## src/rtl/xbar_pkg.sv

```systemverilog
package xbar_pkg;

    localparam int SRC_W      = 5;
    localparam int SEL_W      = 4;
    localparam int PEER_BASE  = 16;
    localparam int CTRL_WORD  = 16;   // byte 0x40 >> 2

    // port routing word, packed in register bit order (31, 30, 29, 4:0)
    typedef struct packed {
        logic             master;
        logic             sd1_rx;
        logic             sd2_rx;
        logic [SRC_W-1:0] src;
    } port_cfg_t;

    // controller input word: 31:28, 27:24, 3:0
    typedef struct packed {
        logic [SEL_W-1:0] sd2_sel;
        logic [SEL_W-1:0] sd1_sel;
        logic [SEL_W-1:0] clk_sel;
    } ctrl_cfg_t;

endpackage

```

## src/rtl/xbar_regs.sv

```systemverilog
module xbar_regs #(
    parameter int N_PORT = 5,
    parameter int N_CTRL = 3,
    parameter int ADDR_W = 8
) (
    input  logic                                   clk,
    input  logic                                   rst_n,
    input  logic [ADDR_W-1:0]                      reg_addr,
    input  logic                                   reg_we,
    input  logic [31:0]                            reg_wdata,
    output logic [31:0]                            reg_rdata,
    output xbar_pkg::port_cfg_t [N_PORT-1:0]       port_cfg,
    output xbar_pkg::ctrl_cfg_t [N_CTRL-1:0]       ctrl_cfg
);
    import xbar_pkg::*;

    localparam int WORD_W = ADDR_W - 2;

    logic              aligned;
    logic [WORD_W-1:0] word;
    logic [N_PORT-1:0] hit_port;
    logic [N_CTRL-1:0] hit_ctrl;
    logic              unused_wdata;

    assign aligned      = (reg_addr[1:0] == 2'b00);
    assign word         = reg_addr[ADDR_W-1:2];
    assign unused_wdata = ^reg_wdata[23:5];

    always_comb begin
        for (int p = 0; p < N_PORT; p++)
            hit_port[p] = aligned && (word == WORD_W'(p));
        for (int c = 0; c < N_CTRL; c++)
            hit_ctrl[c] = aligned && (word == WORD_W'(CTRL_WORD + c));
    end

    always_ff @(posedge clk or negedge rst_n) begin
        if (!rst_n) begin
            port_cfg <= '0;
            ctrl_cfg <= '0;
        end else if (reg_we) begin
            for (int p = 0; p < N_PORT; p++)
                if (hit_port[p])
                    port_cfg[p] <= {reg_wdata[31], reg_wdata[30], reg_wdata[29],
                                    reg_wdata[SRC_W-1:0]};
            for (int c = 0; c < N_CTRL; c++)
                if (hit_ctrl[c])
                    ctrl_cfg[c] <= {reg_wdata[31:28], reg_wdata[27:24],
                                    reg_wdata[SEL_W-1:0]};
        end
    end

    always_comb begin
        reg_rdata = '0;
        for (int p = 0; p < N_PORT; p++)
            if (hit_port[p])
                reg_rdata = {port_cfg[p].master, port_cfg[p].sd1_rx,
                             port_cfg[p].sd2_rx, 24'b0, port_cfg[p].src};
        for (int c = 0; c < N_CTRL; c++)
            if (hit_ctrl[c])
                reg_rdata = {ctrl_cfg[c].sd2_sel, ctrl_cfg[c].sd1_sel,
                             20'b0, ctrl_cfg[c].clk_sel};
    end

endmodule

```

## src/rtl/xbar_port_route.sv

```systemverilog
module xbar_port_route #(
    parameter int N_PORT = 5,
    parameter int N_CTRL = 3
) (
    input  xbar_pkg::port_cfg_t cfg,
    input  logic [N_CTRL-1:0]   ctl_bclk_tx,
    input  logic [N_CTRL-1:0]   ctl_fs_tx,
    input  logic [N_CTRL-1:0]   ctl_sd1_tx,
    input  logic [N_CTRL-1:0]   ctl_sd2_tx,
    input  logic [N_PORT-1:0]   port_bclk_i,
    input  logic [N_PORT-1:0]   port_fs_i,
    input  logic [N_PORT-1:0]   port_sd1_i,
    input  logic [N_PORT-1:0]   port_sd2_i,
    output logic                bclk_o,
    output logic                bclk_oe,
    output logic                fs_o,
    output logic                fs_oe,
    output logic                sd1_o,
    output logic                sd1_oe,
    output logic                sd2_o,
    output logic                sd2_oe
);
    import xbar_pkg::*;

    logic src_ok;
    logic clk_drive;
    logic bclk_src, fs_src, sd1_src, sd2_src;

    always_comb begin
        src_ok    = 1'b0;
        clk_drive = 1'b0;
        bclk_src  = 1'b0;
        fs_src    = 1'b0;
        sd1_src   = 1'b0;
        sd2_src   = 1'b0;
        for (int c = 0; c < N_CTRL; c++) begin
            if (cfg.src == SRC_W'(c)) begin
                src_ok    = 1'b1;
                clk_drive = 1'b1;
                bclk_src  = ctl_bclk_tx[c];
                fs_src    = ctl_fs_tx[c];
                sd1_src   = ctl_sd1_tx[c];
                sd2_src   = ctl_sd2_tx[c];
            end
        end
        for (int q = 0; q < N_PORT; q++) begin
            if (cfg.src == SRC_W'(PEER_BASE + q)) begin
                src_ok    = 1'b1;
                clk_drive = !cfg.master;
                bclk_src  = port_bclk_i[q];
                fs_src    = port_fs_i[q];
                sd1_src   = port_sd1_i[q];
                sd2_src   = port_sd2_i[q];
            end
        end
    end

    always_comb begin
        bclk_oe = clk_drive;
        fs_oe   = clk_drive;
        sd1_oe  = src_ok && !cfg.sd1_rx;
        sd2_oe  = src_ok && !cfg.sd2_rx;
        bclk_o  = bclk_oe && bclk_src;
        fs_o    = fs_oe && fs_src;
        sd1_o   = sd1_oe && sd1_src;
        sd2_o   = sd2_oe && sd2_src;
    end

endmodule

```

## src/rtl/xbar_ctrl_route.sv

```systemverilog
module xbar_ctrl_route #(
    parameter int N_PORT = 5
) (
    input  xbar_pkg::ctrl_cfg_t cfg,
    input  logic [N_PORT-1:0]   port_bclk_i,
    input  logic [N_PORT-1:0]   port_fs_i,
    input  logic [N_PORT-1:0]   port_sd1_i,
    input  logic [N_PORT-1:0]   port_sd2_i,
    output logic                bclk_rx,
    output logic                fs_rx,
    output logic                sd1_rx,
    output logic                sd2_rx
);
    import xbar_pkg::*;

    always_comb begin
        bclk_rx = 1'b0;
        fs_rx   = 1'b0;
        sd1_rx  = 1'b0;
        sd2_rx  = 1'b0;
        for (int q = 0; q < N_PORT; q++) begin
            if (cfg.clk_sel == SEL_W'(q)) begin
                bclk_rx = port_bclk_i[q];
                fs_rx   = port_fs_i[q];
            end
            if (cfg.sd1_sel == SEL_W'(q))
                sd1_rx = port_sd1_i[q];
            if (cfg.sd2_sel == SEL_W'(q))
                sd2_rx = port_sd2_i[q];
        end
    end

endmodule

```

## src/rtl/audio_xbar.sv

```systemverilog
module audio_xbar #(
    parameter int N_PORT = 5,
    parameter int N_CTRL = 3,
    parameter int ADDR_W = 8
) (
    input  logic              clk,
    input  logic              rst_n,
    input  logic [ADDR_W-1:0] reg_addr,
    input  logic              reg_we,
    input  logic [31:0]       reg_wdata,
    output logic [31:0]       reg_rdata,
    input  logic [N_PORT-1:0] port_bclk_i,
    output logic [N_PORT-1:0] port_bclk_o,
    output logic [N_PORT-1:0] port_bclk_oe,
    input  logic [N_PORT-1:0] port_fs_i,
    output logic [N_PORT-1:0] port_fs_o,
    output logic [N_PORT-1:0] port_fs_oe,
    input  logic [N_PORT-1:0] port_sd1_i,
    output logic [N_PORT-1:0] port_sd1_o,
    output logic [N_PORT-1:0] port_sd1_oe,
    input  logic [N_PORT-1:0] port_sd2_i,
    output logic [N_PORT-1:0] port_sd2_o,
    output logic [N_PORT-1:0] port_sd2_oe,
    input  logic [N_CTRL-1:0] ctl_bclk_tx,
    input  logic [N_CTRL-1:0] ctl_fs_tx,
    input  logic [N_CTRL-1:0] ctl_sd1_tx,
    input  logic [N_CTRL-1:0] ctl_sd2_tx,
    output logic [N_CTRL-1:0] ctl_bclk_rx,
    output logic [N_CTRL-1:0] ctl_fs_rx,
    output logic [N_CTRL-1:0] ctl_sd1_rx,
    output logic [N_CTRL-1:0] ctl_sd2_rx
);
    import xbar_pkg::*;

    port_cfg_t [N_PORT-1:0] port_cfg;
    ctrl_cfg_t [N_CTRL-1:0] ctrl_cfg;

    xbar_regs #(
        .N_PORT (N_PORT),
        .N_CTRL (N_CTRL),
        .ADDR_W (ADDR_W)
    ) u_regs (
        .clk       (clk),
        .rst_n     (rst_n),
        .reg_addr  (reg_addr),
        .reg_we    (reg_we),
        .reg_wdata (reg_wdata),
        .reg_rdata (reg_rdata),
        .port_cfg  (port_cfg),
        .ctrl_cfg  (ctrl_cfg)
    );

    for (genvar p = 0; p < N_PORT; p++) begin : g_port
        xbar_port_route #(
            .N_PORT (N_PORT),
            .N_CTRL (N_CTRL)
        ) u_route (
            .cfg         (port_cfg[p]),
            .ctl_bclk_tx (ctl_bclk_tx),
            .ctl_fs_tx   (ctl_fs_tx),
            .ctl_sd1_tx  (ctl_sd1_tx),
            .ctl_sd2_tx  (ctl_sd2_tx),
            .port_bclk_i (port_bclk_i),
            .port_fs_i   (port_fs_i),
            .port_sd1_i  (port_sd1_i),
            .port_sd2_i  (port_sd2_i),
            .bclk_o      (port_bclk_o[p]),
            .bclk_oe     (port_bclk_oe[p]),
            .fs_o        (port_fs_o[p]),
            .fs_oe       (port_fs_oe[p]),
            .sd1_o       (port_sd1_o[p]),
            .sd1_oe      (port_sd1_oe[p]),
            .sd2_o       (port_sd2_o[p]),
            .sd2_oe      (port_sd2_oe[p])
        );
    end

    for (genvar c = 0; c < N_CTRL; c++) begin : g_ctrl
        xbar_ctrl_route #(
            .N_PORT (N_PORT)
        ) u_route (
            .cfg         (ctrl_cfg[c]),
            .port_bclk_i (port_bclk_i),
            .port_fs_i   (port_fs_i),
            .port_sd1_i  (port_sd1_i),
            .port_sd2_i  (port_sd2_i),
            .bclk_rx     (ctl_bclk_rx[c]),
            .fs_rx       (ctl_fs_rx[c]),
            .sd1_rx      (ctl_sd1_rx[c]),
            .sd2_rx      (ctl_sd2_rx[c])
        );
    end

endmodule

```

## config.mk

```make
export PLATFORM = sky130hd
export DESIGN_NAME = audio_xbar
export DESIGN_NICKNAME = d
export VERILOG_FILES = /design/src/rtl/xbar_pkg.sv /design/src/rtl/xbar_regs.sv /design/src/rtl/xbar_port_route.sv /design/src/rtl/xbar_ctrl_route.sv /design/src/rtl/audio_xbar.sv
export SDC_FILE = /design/constraint.sdc
export NUM_CORES = 1
export LEC_CHECK = 0
export BUFFER_PORTS_ARGS = -buffer_cell sky130_fd_sc_hd__buf_2
export CAP_MARGIN = 20
export CORE_MARGIN = 5
export CORE_UTILIZATION = 40
export DETAILED_ROUTE_END_ITERATION = 12
export PLACE_DENSITY = 0.58
export RECOVER_POWER = 50
export SYNTH_ARGS = -nofsm -noshare
export SYNTH_HDL_FRONTEND = slang
export SYNTH_SLANG_ARGS = --single-unit
```

## constraint.sdc

```tcl
create_clock -name clk -period 2.6 [get_ports clk]
set_input_delay 0 -clock clk [delete_from_list [all_inputs] [get_ports clk]]
set_output_delay 0 -clock clk [all_outputs]
set_load 0.01 [all_outputs]
```

==> results.md, run 1 <==
* Largest net degree at the start of global routing at between 70 and 80
* Via density at 5.99
* Combinational Power Share at 26.3%
* Post-Route WL at ~24000 µm
* Syn. warnings at 0
* CP required at 2600 ps
* Critical path's slowest cell: dfrtp_1
* Mux cell area share after synthesis at 23.7%
* Clk sinks at 76
* Synth Area in Adders at 0%
* Fill count at ~1.8k
* Syn Area/Cell at 9.03 µm²
* I/O Buffers at 120
* CTS HTree Levels at 3
* Post-Synth Simple-Gate Area at 17.9%
* CTS tree: built
* Placed cell areas at roughly 7200 µm²
* Power share of the sequential group at 37.5%
* Final setup viols at 0
* Critical Path, Cell by Cell: mux4_1, nor2b_1, a21oi_1, o22ai_1, o21a_1, buf_2
* Seq/Total Area, Yosys at ~27%
* Buffer levels on the longest clock path at 2
* Status: finished with violations
* Max-cap violations at 1
* Cts bufs inserted at 9
* NetSw at 1.18 mW
* Worst Skew at 0 ps
* Routed Antenna Nets at 0
* Layout Nets at between 800 and 900
* Worst reg2reg startpoint: u_regs.port_cfg[0]$_DFFE_PN0P_
* Top_reg_cell synth: dfrtp_1
* Min-Delay Startpoint: reg_wdata[29]
* GR Overflow Total at 0
* Vias in the first global route at 5771
* FF+latch area at 1900 µm²
* Max VDD drop at 255 µV
* CTS Hold Bufs at 7
* Chip Height at between 100 and 150 µm
* Flop and latch count out of synthesis at between 70 and 80
* Commonest cells post-synth: buf_4 (78), dfrtp_1 (76), mux2_2 (62)
* Sw frac at 32.5%
* Static leakage at ~3.2 nW
* Remaining routing DRC violations at 0
* Layout cell share with drive strength beyond 1 at 28.9%
* Clock-pin transition on the worst setup and hold timing paths at approximately 60 ps
* DRT Pass-1 Iters at 7
* Worst path top cell family by delay: flip-flops
* Post-synth top area cell: dfrtp_1
* Max Freq at 0.421 GHz
* Global-route wire length before repair at 35300 µm
* DIE AREA at between 20000 and 25000 µm²
* Clk network pwr share at 36.2%
* Number of synthesized flops with an enable pin at 0
* Power per cell area at 483 nW/µm²
* Routed wl met2 at 10500 µm
* Antenna violations before repair at 0
* Final Hold Viols at 0
* Internal cell power at 2.44 mW
* Crit. End Element: output port
* Tcrit/Tclk final at 91.4%
* RSZ-0062 raised after global routing: no
* CP startpoint: u_regs.port_cfg[0]$_DFFE_PN0P_
* DR iter-0 viols at 590
* Failing checks: capacitance limit, slew limit
* WL/cell at 22.5 µm
* Row count at 48
* Async SR Flop Fraction at 100%
* Main area contributors after synthesis: dfrtp_1 (27%), mux2_2 (9.9%), buf_4 (8.3%)
* Clk_lat worst skew at 340 ps
* Final instance area at 7490 µm²
* Post-synthesis compound-gate area fraction at 18.1%
* Mapped Area at 7050 µm²
* Met1 Routed Length at 10300 µm
* IO Count at ~160
* Power Total at roughly 3.6 mW
* Starting Density at 40.7%
* Post-CTS setup buffers at 0
* Vias at 6283
* Hold Crit Class: input port to register
* # diodes at 0
* Fin crit period at 2380 ps
* Area Overhead vs Synth at 6.38%
* Bufs and invs on worst path at 1
* HPWL after DPL at between 15000 and 20000 µm
* Dominant cell by count in the synthesized netlist: buf_4
* Root Driver: clkbuf_16
* Crit Path Max Fanout at 23
* Crit path largest cell delay at 690 ps
* Worst-margin pin slew at 1660 ps
* Core area at 17300 µm²
* Slew Limit Headroom at -10.6%
* Worst path arrival time at 2380 ps
* Yosys top cell area share at between 20% and 30%
* Met3 wire len at between 2000 and 2500 µm
* Max-slew violation count at 73
* Post-Synthesis Cells at 780
* Width of the die at 143 µm
* GP Congestion at 0.995
* Synth Area in XOR/XNOR at 0%
* CP Launch Type: register
* Post-CTS sizing at 0
* Tot GR Track Use at a little under a quarter
* Final design utilization at between 40 and 50%
* Setup TNS at 0 ps
* Multi-input logic area at around 4200 µm²
* Distinct cells, synth at 70
* Setup CP Type: register to output port
* Main combinational cell family by area after synthesis: multiplexers
* Top sig layer: met4
-- registers in the layout (all words and copies together) (netlist names) --
register	cells
u_regs.ctrl_cfg	36
u_regs.port_cfg	40
-- per-stage QoR --
stage / worst slack (ps) / hold slack, ps / std cells
after floorplan: 1100 / -296 / 798
after global placement: 582 / 236 / 1025
after detailed placement: 605 / 229 / 1025
after CTS: 220 / 4.96 / 1048
after global routing: 90.0 / 23.4 / 1049
final: 223 / 5.69 / 1049
-- kinds of logic after synthesis --
kind of cell	after synthesis
AOI/OAI and AO/OA	203
and+or+nand+nor	227
DFF	76
buffers and inverters	146
other	1
muxes	127
-- placed cells by master, fill, tap and decap left out, types with 4 or more instances in the layout --
| cell | instances |
|---|---|
| buf_2 | 119 |
| dfrtp_1 | 76 |
| mux2_2 | 62 |
| o21ai_0 | 56 |
| a21oi_1 | 52 |
| nand2_1 | 50 |
| nor2_1 | 46 |
| mux2i_1 | 31 |
| nor2b_1 | 29 |
| nor3_1 | 26 |
| inv_1 | 21 |
| nand2b_1 | 20 |
| conb_1 | 19 |
| o22ai_1 | 16 |
| mux4_2 | 15 |
| o21a_1 | 12 |
| nand3_1 | 10 |
| clkbuf_16 | 9 |
| mux2_4 | 8 |
| and3_1 | 7 |
| a31oi_1 | 7 |
| nor3b_1 | 7 |
| dlygate4sd3_1 | 7 |
| buf_4 | 7 |
| nand3b_1 | 6 |
| a211oi_1 | 6 |
| a22oi_1 | 6 |
| mux2_1 | 6 |
| o31ai_1 | 5 |
| o2111ai_1 | 5 |
| o22a_1 | 5 |
| mux4_1 | 5 |
| nor4_1 | 5 |
| a221oi_1 | 4 |
-- final timing paths --
kind,slack (ps),cells past startpoint,to
min in group asynchronous,60,2,u_regs.ctrl_cfg[27]$_DFFE_PN0P_
hold / removal,6,2,u_regs.ctrl_cfg[21]$_DFFE_PN0P_
hold reg to reg,520,1,u_regs.ctrl_cfg[31]$_DFFE_PN0P_
setup / recovery,220,6,reg_rdata[0]
setup reg to reg,1370,1,u_regs.port_cfg[0]$_DFFE_PN0P_
max in group asynchronous,610,3,u_regs.ctrl_cfg[19]$_DFFE_PN0P_
-- power groups by stage --
stage / clock network (mW) / logic (mW) / registers, mW
6_report: 1.31 / 0.953 / 1.36
3_5_place_dp: 0 / 0.946 / 1.37
5_1_grt: 1.39 / 1.04 / 1.37
4_1_cts: 1.34 / 0.958 / 1.35
3_3_place_gp: 0 / 0.943 / 1.37
2_1_floorplan: 0 / 0.802 / 1.30
-- cell type report --
type | instances | share of cell area [%]
Multi-Input combinational cell | 576 | 56.0
Sequential cell | 76 | 25.4
Timing Repair Buffer | 135 | 9.68
Tap cell | 225 | 3.76
Clock buffer | 11 | 3.37
Inverter | 21 | 1.05
Clock inverter | 5 | 0.785
-- per-layer routing --
metal | global-route usage (%) | vias up
li1 | - | 2862
met1 | 33.5 | 3055
met2 | 34.4 | 331
met3 | 5.02 | 35
met4 | 6.95 | 0
met5 | 0 | -
Power figures use the tool's default switching activity.
==> run 2, diff against run 1 <==
--- a/config.mk
+++ b/config.mk
@@ -10,6 +10,7 @@
 export CORE_MARGIN = 5
 export CORE_UTILIZATION = 40
 export DETAILED_ROUTE_END_ITERATION = 12
+export HOLD_SLACK_MARGIN = 0.02
 export PLACE_DENSITY = 0.58
 export RECOVER_POWER = 50
 export SYNTH_ARGS = -nofsm -noshare
==> results.md, run 2 (same netlist as run 1, synthesis figures left out) <==
* Status: completed (was finished with violations)
* GR Util met1 at 33.5% (about the same)
* Crit Path Max Fanout at 23 (unchanged)
* Register bank with the most flops: u_regs.port_cfg (unchanged)
* Vias in the first global route at 5774 (was 5771)
* RSZ-0062 raised after global routing: no (unchanged)
* CTS HTree Levels at 3 (unchanged)
* Routed Antenna Nets at 0 (unchanged)
* GR Overflow Total at 0 (unchanged)
* Hold Crit Class: input port to register (unchanged)
* Worst path arrival time at 2380 ps (about the same)
* Met3 Use GR at 4.92% (was 5.02%)
* Max-cap violations at 0 (was 1)
* WL/cell at 22.6 µm (was 22.5 µm)
* Final Hold Viols at 0 (unchanged)
* HPWL after DPL at 16800 µm (unchanged)
* Remaining routing DRC violations at 0 (unchanged)
* Setup CP Type: register to output port (unchanged)
* Slew Limit Headroom at 31.2% (was -10.6%)
* Crit. End Element: output port (unchanged)
* Core area at 17300 µm² (unchanged)
* Post-Route WL at 23800 µm (was 23700 µm)
* Fill count at 1770 (was 1772)
* Buffer levels on the longest clock path at 2 (unchanged)
* Setup TNS at 0 ps (unchanged)
* Clk sinks at 76 (unchanged)
* Via density at 5.96 (was 5.99)
* Clock-pin transition on the worst setup and hold timing paths at 60 ps (about the same)
* Starting Density at 40.7% (unchanged)
* Layout Nets at 897 (was 894)
* Antenna violations before repair at 0 (unchanged)
* Worst-margin pin slew at 1030 ps (was 1660 ps)
* Width of the die at 143 µm (unchanged)
* Vias at 6274 (was 6283)
* Post-Place Cells at 1025 (unchanged)
* # diodes at 0 (unchanged)
* Commonest non-fill, non-tap cell in the layout: buf_2 (unchanged)
* DR iter-0 viols at 519 (was 590)
* Worst R2R Setup Slack at 1370 ps (about the same)
* Power per cell area at 482 nW/µm² (was 483 nW/µm²)
* Global-route wire length before repair at 35300 µm (unchanged)
* Top Registers: u_regs.port_cfg: 40 flops, u_regs.ctrl_cfg: 36 flops (unchanged)
* DRT Pass-1 Iters at 5 (was 7)
* Area Overhead vs Synth at 6.61% (was 6.38%)
* Clk_lat worst skew at 340 ps (about the same)
* CTS tree: built (unchanged)
* Row count at 48 (unchanged)
* Fin crit period at 2380 ps (about the same)
* DIE AREA at 20400 µm² (unchanged)
* Cts bufs inserted at 9 (unchanged)
* Tcrit/Tclk final at 91.7% (was 91.4%)
* Root Driver: clkbuf_16 (unchanged)
* I/O Buffers at 120 (unchanged)
* Layout cell share with drive strength beyond 1 at 28.7% (was 28.9%)
* Non-Filler Instances at 1052 (was 1049)
* Largest register FFs at 40 (unchanged)
* CP required at 2600 ps (about the same)
* Worst Skew at 0 ps (unchanged)
* Grt met2 use at 34.4% (unchanged)
* Final design utilization at 43.4% (was 43.3%)
* Tot GR Track Use at 23.0% (was 23.1%)
* Max VDD drop at 256 µV (was 255 µV)
* Max Freq at 0.419 GHz (was 0.421 GHz)
* IO Count at 159 (unchanged)
* GP Congestion at 0.995 (unchanged)
* Final setup viols at 0 (unchanged)
* Max-slew violation count at 0 (was 73)
* Most frequent cells in the layout: buf_2 (118), dfrtp_1 (76), mux2_2 (62) (was buf_2 (119), dfrtp_1 (76), mux2_2 (62))
* Post-CTS sizing at 0 (unchanged)
* Static leakage at 3.24 nW (was 3.23 nW)
* Chip Height at 143 µm (unchanged)
* Largest net degree at the start of global routing at 77 (unchanged)
* CP Launch Type: register (unchanged)
* Gr busiest metal: met2 (unchanged)
[run 2: cell count changes in the layout (fill, tap and decap cells not counted)]
cell,change
nand2_8,-1
dlygate4sd3_1,+3
nand2_1,+1
clkbuf_4,+1
buf_2,-1
[run 2: path summary, 6_finish.rpt]
path,start,end,cells after the start
worst max-delay path,u_regs.port_cfg[0]$_DFFE_PN0P_,reg_rdata[0],6
worst min register to register,u_regs.ctrl_cfg[31]$_DFFE_PN0P_,u_regs.ctrl_cfg[31]$_DFFE_PN0P_,1
worst max register to register,u_regs.port_cfg[0]$_DFFE_PN0P_,u_regs.port_cfg[0]$_DFFE_PN0P_,1
min in group asynchronous,rst_n,u_regs.ctrl_cfg[18]$_DFFE_PN0P_,3
max in group asynchronous,rst_n,u_regs.ctrl_cfg[19]$_DFFE_PN0P_,4
worst min-delay path,reg_wdata[30],u_regs.port_cfg[14]$_DFFE_PN0P_,2
[run 2: metal layers]
metal  wire (µm)  share of wire [%]
met1       10400                 44
met2       10600                 45
met3        2110                8.9
met4         647                2.7
met5           0                  0
[run 2: cell type report]
class / instances / area, µm² / area share [%]
inverter: 21 / 78.8 / 1.05
timing repair buffer: 138 / 758 / 10.1
multi-input combinational: 576 / 4180 / 55.6
clock buffer: 11 / 253 / 3.36
tap: 225 / 282 / 3.75
clock inverter: 5 / 58.8 / 0.783
sequential: 76 / 1900 / 25.3
[run 2: through the flow]
| step | total power [mW] | instance area, µm² | hold WS, ps | setup slack [ps] |
|---|---|---|---|---|
| 2_1_floorplan | 2.10 | 7110 | -296 | 1100 |
| 3_3_place_gp | 2.32 | 7200 | 236 | 582 |
| 3_5_place_dp | 2.32 | 7200 | 229 | 605 |
| 4_1_cts | 3.65 | 7600 | 28.1 | 220 |
| 5_1_grt | 3.80 | 7510 | 31.2 | 90.0 |
| 6_report | 3.62 | 7510 | 38.4 | 216 |
[run 2: where the power goes]
| group | total (mW) | switching, mW | internal (mW) |
|---|---|---|---|
| Clock | 1.31 | 0.513 | 0.797 |
| Sequential | 1.36 | 0.119 | 1.24 |
| Combinational | 0.955 | 0.546 | 0.409 |
[run 2: worst max-delay path, cell delays in order (launching register included)]
cell and delay, ps:
dfrtp_1 690, mux4_1 630, nor2b_1 150, a21oi_1 160
o22ai_1 110, o21a_1 150, buf_2 140
[run 2: repair_timing]
item	in CTS	in global routing
hold endpoints to repair	95	4
buffers inserted	0	0
hold buffers	9	1
